[src/rtl/i2c_regport_pkg.sv]
// Package: shared constants and state encoding of the I2C register port.
package i2c_regport_pkg;
    localparam logic [4:0] DEV_PREFIX = 5'b10011;
    localparam int BYTE_W = 8;

    typedef enum logic [2:0] {
        ST_IDLE,  // not selected, waiting for a start condition
        ST_ADDR,  // shifting in the address byte
        ST_AACK,  // driving the acknowledge of the address
        ST_RX,    // shifting in a pointer or data byte
        ST_RACK,  // driving the acknowledge of a received byte
        ST_TX,    // shifting out a register byte
        ST_MACK   // sampling the master's acknowledge
    } bus_state_t;
endpackage

[src/rtl/i2c_bus_sampler.sv]
// Module: i2c_bus_sampler
// Synchronizes SCL and SDA to clk and derives the SCL edge pulses and the
// start and stop conditions (an SDA edge while SCL is high).
// Assumes both lines are slow compared to clk and that the master never
// changes SDA in the same clk cycle as an SCL edge.
module i2c_bus_sampler #(
    parameter int SYNC_STAGES = 2
) (
    input  logic clk,
    input  logic rst_n,
    input  logic scl_i,
    input  logic sda_i,
    output logic sda_s,
    output logic scl_rise,
    output logic scl_fall,
    output logic start_det,
    output logic stop_det
);
    logic [SYNC_STAGES-1:0] scl_pipe, sda_pipe;
    logic scl_q, sda_q;

    // Synchronizer chains; reset to the idle-high bus level.
    always_ff @(posedge clk) begin
        if (!rst_n) begin
            scl_pipe <= '1;
            sda_pipe <= '1;
            scl_q    <= 1'b1;
            sda_q    <= 1'b1;
        end else begin
            scl_pipe <= {scl_pipe[SYNC_STAGES-2:0], scl_i};
            sda_pipe <= {sda_pipe[SYNC_STAGES-2:0], sda_i};
            scl_q    <= scl_pipe[SYNC_STAGES-1];
            sda_q    <= sda_pipe[SYNC_STAGES-1];
        end
    end

    // Edge and bus-condition decode from the synchronized levels.
    always_comb begin
        sda_s     = sda_pipe[SYNC_STAGES-1];
        scl_rise  = scl_pipe[SYNC_STAGES-1] & ~scl_q;
        scl_fall  = ~scl_pipe[SYNC_STAGES-1] & scl_q;
        start_det = scl_pipe[SYNC_STAGES-1] & scl_q & sda_q & ~sda_s;
        stop_det  = scl_pipe[SYNC_STAGES-1] & scl_q & ~sda_q & sda_s;
    end
endmodule

[src/rtl/i2c_ptr_reg.sv]
// Module: i2c_ptr_reg
// Holds the register pointer. A load has priority over an increment, and
// the increment wraps at the top of the PTR_W-bit space.
// Assumes load and inc are single-cycle strobes.
module i2c_ptr_reg #(
    parameter int PTR_W = 4
) (
    input  logic             clk,
    input  logic             rst_n,
    input  logic             load,
    input  logic [PTR_W-1:0] load_val,
    input  logic             inc,
    output logic [PTR_W-1:0] ptr
);
    // Pointer update: load, increment with wrap, or hold.
    always_ff @(posedge clk) begin
        if (!rst_n)    ptr <= '0;
        else if (load) ptr <= load_val;
        else if (inc)  ptr <= ptr + 1'b1;
    end

    assert_ptr_wrap_R8: assert property (@(posedge clk) disable iff (!rst_n)
        (inc && !load && ptr == {PTR_W{1'b1}}) |=> (ptr == '0));
    assert_ptr_hold_R9: assert property (@(posedge clk) disable iff (!rst_n)
        (!load && !inc) |=> $stable(ptr));
endmodule

[src/rtl/i2c_slave_engine.sv]
// Module: i2c_slave_engine
// Byte-level slave protocol: address match, acknowledge, pointer byte,
// data writes and sequential reads. Samples SDA on SCL rise and changes
// its SDA drive on SCL fall.
// Assumes reg_rdata is valid for the current pointer in the same cycle.
module i2c_slave_engine
    import i2c_regport_pkg::*;
#(
    parameter int PTR_W = 4
) (
    input  logic              clk,
    input  logic              rst_n,
    input  logic              sda_s,
    input  logic              scl_rise,
    input  logic              scl_fall,
    input  logic              start_det,
    input  logic              stop_det,
    input  logic [1:0]        strap_i,
    input  logic [BYTE_W-1:0] reg_rdata,
    output logic              sda_oe,
    output logic [BYTE_W-1:0] reg_wdata,
    output logic              reg_we,
    output logic              ptr_load,
    output logic [PTR_W-1:0]  ptr_val,
    output logic              ptr_inc
);
    localparam int CNT_W = $clog2(BYTE_W + 1);
    localparam logic [CNT_W-1:0] LAST_BIT = CNT_W'(BYTE_W);

    bus_state_t        state;
    logic [CNT_W-1:0]  bit_cnt;
    logic [BYTE_W-1:0] shreg;
    logic              rw, got_ptr, macked;
    logic              byte_end, addr_hit;

    // Byte boundary strobe and address comparison.
    always_comb begin
        byte_end = scl_fall && (bit_cnt == LAST_BIT);
        addr_hit = (shreg[7:1] == {DEV_PREFIX, strap_i});
    end

    // Protocol state machine with bit counter, shifter and SDA drive.
    always_ff @(posedge clk) begin
        if (!rst_n) begin
            state     <= ST_IDLE;
            bit_cnt   <= '0;
            shreg     <= '0;
            sda_oe    <= 1'b0;
            rw        <= 1'b0;
            got_ptr   <= 1'b0;
            macked    <= 1'b0;
            reg_we    <= 1'b0;
            reg_wdata <= '0;
        end else begin
            reg_we <= 1'b0;
            if (start_det) begin
                state   <= ST_ADDR;
                bit_cnt <= '0;
                sda_oe  <= 1'b0;
            end else if (stop_det) begin
                state  <= ST_IDLE;
                sda_oe <= 1'b0;
            end else begin
                case (state)
                    ST_ADDR, ST_RX: begin
                        if (scl_rise) begin
                            shreg   <= {shreg[BYTE_W-2:0], sda_s};
                            bit_cnt <= bit_cnt + 1'b1;
                        end else if (byte_end) begin
                            if (state == ST_ADDR) begin
                                if (addr_hit) begin
                                    rw     <= shreg[0];
                                    sda_oe <= 1'b1;
                                    state  <= ST_AACK;
                                end else begin
                                    state <= ST_IDLE;
                                end
                            end else begin
                                if (got_ptr) begin
                                    reg_we    <= 1'b1;
                                    reg_wdata <= shreg;
                                end
                                got_ptr <= 1'b1;
                                sda_oe  <= 1'b1;
                                state   <= ST_RACK;
                            end
                        end
                    end
                    ST_AACK: begin
                        if (scl_fall) begin
                            bit_cnt <= '0;
                            if (rw) begin
                                shreg  <= reg_rdata;
                                sda_oe <= ~reg_rdata[BYTE_W-1];
                                state  <= ST_TX;
                            end else begin
                                sda_oe  <= 1'b0;
                                got_ptr <= 1'b0;
                                state   <= ST_RX;
                            end
                        end
                    end
                    ST_RACK: begin
                        if (scl_fall) begin
                            sda_oe  <= 1'b0;
                            bit_cnt <= '0;
                            state   <= ST_RX;
                        end
                    end
                    ST_TX: begin
                        if (scl_rise) begin
                            bit_cnt <= bit_cnt + 1'b1;
                        end else if (byte_end) begin
                            sda_oe <= 1'b0;
                            state  <= ST_MACK;
                        end else if (scl_fall) begin
                            shreg  <= {shreg[BYTE_W-2:0], 1'b0};
                            sda_oe <= ~shreg[BYTE_W-2];
                        end
                    end
                    ST_MACK: begin
                        if (scl_rise) begin
                            macked <= ~sda_s;
                        end else if (scl_fall) begin
                            if (macked) begin
                                bit_cnt <= '0;
                                shreg   <= reg_rdata;
                                sda_oe  <= ~reg_rdata[BYTE_W-1];
                                state   <= ST_TX;
                            end else begin
                                state <= ST_IDLE;
                            end
                        end
                    end
                    default: ;
                endcase
            end
        end
    end

    // Pointer control: load from the first write byte, step after each data byte.
    always_comb begin
        ptr_load = (state == ST_RX) && byte_end && !got_ptr && !start_det && !stop_det;
        ptr_val  = shreg[PTR_W-1:0];
        ptr_inc  = reg_we || ((state == ST_TX) && byte_end && !start_det && !stop_det);
    end

    assert_we_pulse_R4: assert property (@(posedge clk) disable iff (!rst_n)
        reg_we |=> !reg_we);
    assert_stop_release_R7: assert property (@(posedge clk) disable iff (!rst_n)
        stop_det |=> !sda_oe);
    assert_no_ack_mismatch_R2: assert property (@(posedge clk) disable iff (!rst_n)
        (state == ST_ADDR && byte_end && !addr_hit && !start_det && !stop_det)
            |=> (!sda_oe && state == ST_IDLE));
    assert_idle_silent_R2: assert property (@(posedge clk) disable iff (!rst_n)
        (state == ST_IDLE && !start_det) |=> (!sda_oe && !reg_we));
endmodule

[src/rtl/i2c_regport.sv]
// Module: i2c_regport (top)
// I2C slave register port: synchronizer/condition detector, protocol
// engine and register pointer. The pointer addresses the external file.
// Assumes an external pull-up on SDA and SCL and a clock-stretch-free master.
module i2c_regport #(
    parameter int PTR_W = 4
) (
    input  logic             clk,
    input  logic             rst_n,
    input  logic             scl_i,
    input  logic             sda_i,
    input  logic [1:0]       strap_i,
    output logic             sda_oe,
    output logic [PTR_W-1:0] reg_addr,
    output logic [7:0]       reg_wdata,
    output logic             reg_we,
    input  logic [7:0]       reg_rdata
);
    logic sda_s, scl_rise, scl_fall, start_det, stop_det;
    logic ptr_load, ptr_inc;
    logic [PTR_W-1:0] ptr_val;

    i2c_bus_sampler #(.SYNC_STAGES(2)) u_sampler (
        .clk(clk), .rst_n(rst_n), .scl_i(scl_i), .sda_i(sda_i),
        .sda_s(sda_s), .scl_rise(scl_rise), .scl_fall(scl_fall),
        .start_det(start_det), .stop_det(stop_det)
    );

    i2c_slave_engine #(.PTR_W(PTR_W)) u_engine (
        .clk(clk), .rst_n(rst_n), .sda_s(sda_s), .scl_rise(scl_rise),
        .scl_fall(scl_fall), .start_det(start_det), .stop_det(stop_det),
        .strap_i(strap_i), .reg_rdata(reg_rdata), .sda_oe(sda_oe),
        .reg_wdata(reg_wdata), .reg_we(reg_we), .ptr_load(ptr_load),
        .ptr_val(ptr_val), .ptr_inc(ptr_inc)
    );

    i2c_ptr_reg #(.PTR_W(PTR_W)) u_ptr (
        .clk(clk), .rst_n(rst_n), .load(ptr_load), .load_val(ptr_val),
        .inc(ptr_inc), .ptr(reg_addr)
    );

    assert_start_keeps_ptr_R9: assert property (@(posedge clk) disable iff (!rst_n)
        start_det |=> $stable(reg_addr));
endmodule

[config.mk]
export PLATFORM = sky130hd
export DESIGN_NAME = i2c_regport
export DESIGN_NICKNAME = d
export VERILOG_FILES = /design/src/rtl/i2c_regport_pkg.sv /design/src/rtl/i2c_bus_sampler.sv /design/src/rtl/i2c_ptr_reg.sv /design/src/rtl/i2c_slave_engine.sv /design/src/rtl/i2c_regport.sv
export SDC_FILE = /design/constraint.sdc
export NUM_CORES = 1
export LEC_CHECK = 0
export BUFFER_PORTS_ARGS = -buffer_cell sky130_fd_sc_hd__buf_2
export CORE_UTILIZATION = 53
export CTS_BUF_LIST = sky130_fd_sc_hd__clkbuf_8
export CTS_CLUSTER_DIAMETER = 40
export DETAILED_ROUTE_END_ITERATION = 10
export GPL_ROUTABILITY_DRIVEN = 0
export PLACE_DENSITY = 0.75
export SLEW_MARGIN = 0
export SYNTH_ARGS = -nofsm -noshare
export SYNTH_HDL_FRONTEND = slang
export SYNTH_HIERARCHICAL = 1
export SYNTH_SLANG_ARGS = --single-unit
[constraint.sdc]
create_clock -name clk -period 2 [get_ports clk]
set_input_delay 0.2 -clock clk [delete_from_list [all_inputs] [get_ports clk]]
set_output_delay 0.2 -clock clk [all_outputs]
set_load 0.01 [all_outputs]
==> qor.yml <==
clock_latency_ps: 290
synth_warnings: 6
fin_hold_ws_ps: 86.8
core_area_um2: 3660
grt_max_degree: 20
critical_path.cell_chain: "inv_1, ha_1, and4b_4, a2111oi_4, buf_4, o2bb2ai_4, nor2_1, a311oi_1"
stdcell_count: 335
place_ws_ps: -103
overflow: 0
drt_iter0_markers: 84
drc: 0
cts_buffer_depth: 2
rr_worst_depth: 8
p_leak_uw: 0.000937
dieArea_um2: 4090
area_growth_pct: 23.8
synth.avg_cell_area_um2: 8.45
syn_nets: 258
synthCells: 241
yosys-top-cells-count: "dfxtp_1 (38), nand2_1 (29), nor2_1 (29)"
drt-pass1-iter-count: 4
crit_slowest_cell: "dfxtp_4"
synth-edff-count: 0
drt-wirelength-per-cell_um: 14.2
io_buffers: 27
slew_violations: 0
hold_end: "u_sampler/scl_pipe[0]"
max_stage_delay_ps: 370
cp-end-kind: "register"
r2r_end: "u_engine/shreg[5]"
ys_ff_latch: 38
setup_viol: 0
rows: 22
ant_nets: 0
start_util_pct: 55.6
relSlewSlack_pct: 65.8
fill_cells: 300
cts_tree: "yes"
finClkSkew_ps: 5.60
fin_crit_sh_pct: 96.7
yosys_most_used_dff: "dfxtp_1"
hp-class: "primary input to register"
synth_top_area_cell: "dfxtp_1"
r2r_slack_ps: 70
peakVddDrop_mv: 0.415
fin_crit_ps: 1930
cts_buffers: 5
dp_hpwl_mm: 3.24
drive_gt1_share_pct: 26.8
htreeDepth: 2
synth_top_area_share_pct: 37.4
grt_pass1_vias: 1636
fin_nets: 303
yosysSeqAreaShare_pct: 37.4
grtUsageTotal_pct: 23.9
synthArstFlopShare_pct: 0
status: "complete, no violations"
antenna_found_initial: 0
dp_cells: 321
die_x_um: 64.0
seq_area_um2: 766
io_pins: 28
critical_path_buf_inv_count: 2
path_delay_family: "compound AO/OA/AOI/OAI gates"
total_power_uw: 1410
syn_area_um2: 2040
wirelength_mm: 4.77
crit_fanout: 7
cts_root_buffer: "clkbuf_8"
tightestPinTransition_ps: 498
fmax_mhz: 517
cts.sinks: 38
yosysMostFrequentCell: "dfxtp_1"
vias: 1908
postPlaceCellArea_um2: 2320
hold_viol_final: 0
die_y_um: 64.0
ys_types: 49
vias_per_cell: 5.70
drv_cap: 0
multi_input_area_um2: 1220
hp-start: "scl_i"
crit_type: "register to register"
grt_pass1_wl_mm: 7.59
num_antenna_cells: 0
worstPathRequired_ps: 2200
cp-start-kind: "register"
clk_pin_slew_ps: 70
worstHoldPathCells: 2
arrival_ps: 2140
setup_slack_ps: 66.6
synth_area_leaders: "dfxtp_1 (37%), mux2i_1 (6.9%), nand2_1 (5.3%), nor2_1 (5.3%), nand2b_1 (4.0%)"
powerDensity_nw_per_um2: 560
design_area_um2: 2520
reg2reg_from: "u_engine/bit_cnt[0]"
==> stage by stage <==
| step | setup TNS (ps) | util (%) |
|---|---|---|
| floorplan | 0 | - |
| detailed placement | -512 | 63.3 |
| CTS | 0 | 66.5 |
| global placement | -230 | 63.3 |
| finish | 0 | 68.9 |
| global route | -2.42 | 68.9 |
==> worst register-to-register path, cell delays in order (launching register included) <==
cell and delay, ps:
dfxtp_4 370, inv_1 40, ha_1 210, and4b_4 230, a2111oi_4 340, buf_4 190, o2bb2ai_4 160, nor2_1 60
a311oi_1 230
==> layout by cell type (no fill, tap or decap), types with 6 or more instances in the layout <==
cell type  count
a21oi_1        6
a311oi_1       8
buf_2         27
buf_4         25
clkbuf_8       6
dfxtp_1       36
inv_1          8
mux2i_1       14
nand2_1       29
nand2b_1      13
nor2_1        29
o21ai_0       14
==> report_power, final <==
part	switching, µW	internal [µW]
clock network	268	277
registers	5.85	763
logic	54.2	45.5
total	328	1080
==> layer usage <==
metal	vias to the layer above	global-route usage, %	share of wire (%)
li1	948	-	-
met1	885	33.0	48
met2	66	37.0	45
met3	9	5.00	5.2
met4	0	7.67	1.6
met5	-	0	0
==> registers in the layout, summed over array words and instances, names as in the netlist, 2 cells and up <==
register and flops:
u_sampler/sda_pipe 2, u_engine/bit_cnt 4, u_engine/state 3, u_sampler/scl_pipe 2, u_engine/shreg 8, u_ptr/ptr 4, u_engine/reg_wdata 8
==> worst max-delay path by stage <==
stage	depth (start not counted)	slack (ps)	startpoint	to
final	8	70	u_engine/bit_cnt[0]	u_engine/shreg[5]
after CTS	7	20	u_engine/bit_cnt[0]	u_engine/shreg[7]
after global placement	7	-40	u_engine/bit_cnt[0]	u_engine/shreg[2]
after detailed placement	7	-100	u_engine/bit_cnt[0]	u_engine/shreg[7]
after global routing	8	-2	u_engine/bit_cnt[0]	u_engine/shreg[2]
after floorplan	6	70	u_sampler/scl_q	u_engine/reg_wdata[0]
==> kinds of logic after synthesis <==
group                      after synthesis  synth area share, %
muxes                                   14                 6.88
xor gates and xnor gates                 5                 2.15
and+or+nand+nor                        106                 28.0
buffers and inverters                   25                 5.84
adders and majority gates                3                 1.84
DFF                                     38                 37.4
AOI/OAI and AO/OA                       50                 17.9
==> what timing repair did <==
| item | CTS | global route |
|---|---|---|
| setup endpoints to repair | 7 | 8 |
| pin swaps | 0 | 5 |
| hold buffers | 0 | 0 |
| gates resized for setup | 2 | 9 |
| gates cloned | 0 | 1 |
| setup buffers | 0 | 5 |
==> cell type report <==
cell class                      count  area share [%]
Sequential cell                    38            30.4
Multi-Input combinational cell    179            48.5
Clock buffer                        6            3.28
Tap cell                           48            2.38
Inverter                            9            1.34
Clock inverter                      2           0.496
Timing Repair Buffer               53            13.6
Power figures use the tool's default switching activity.
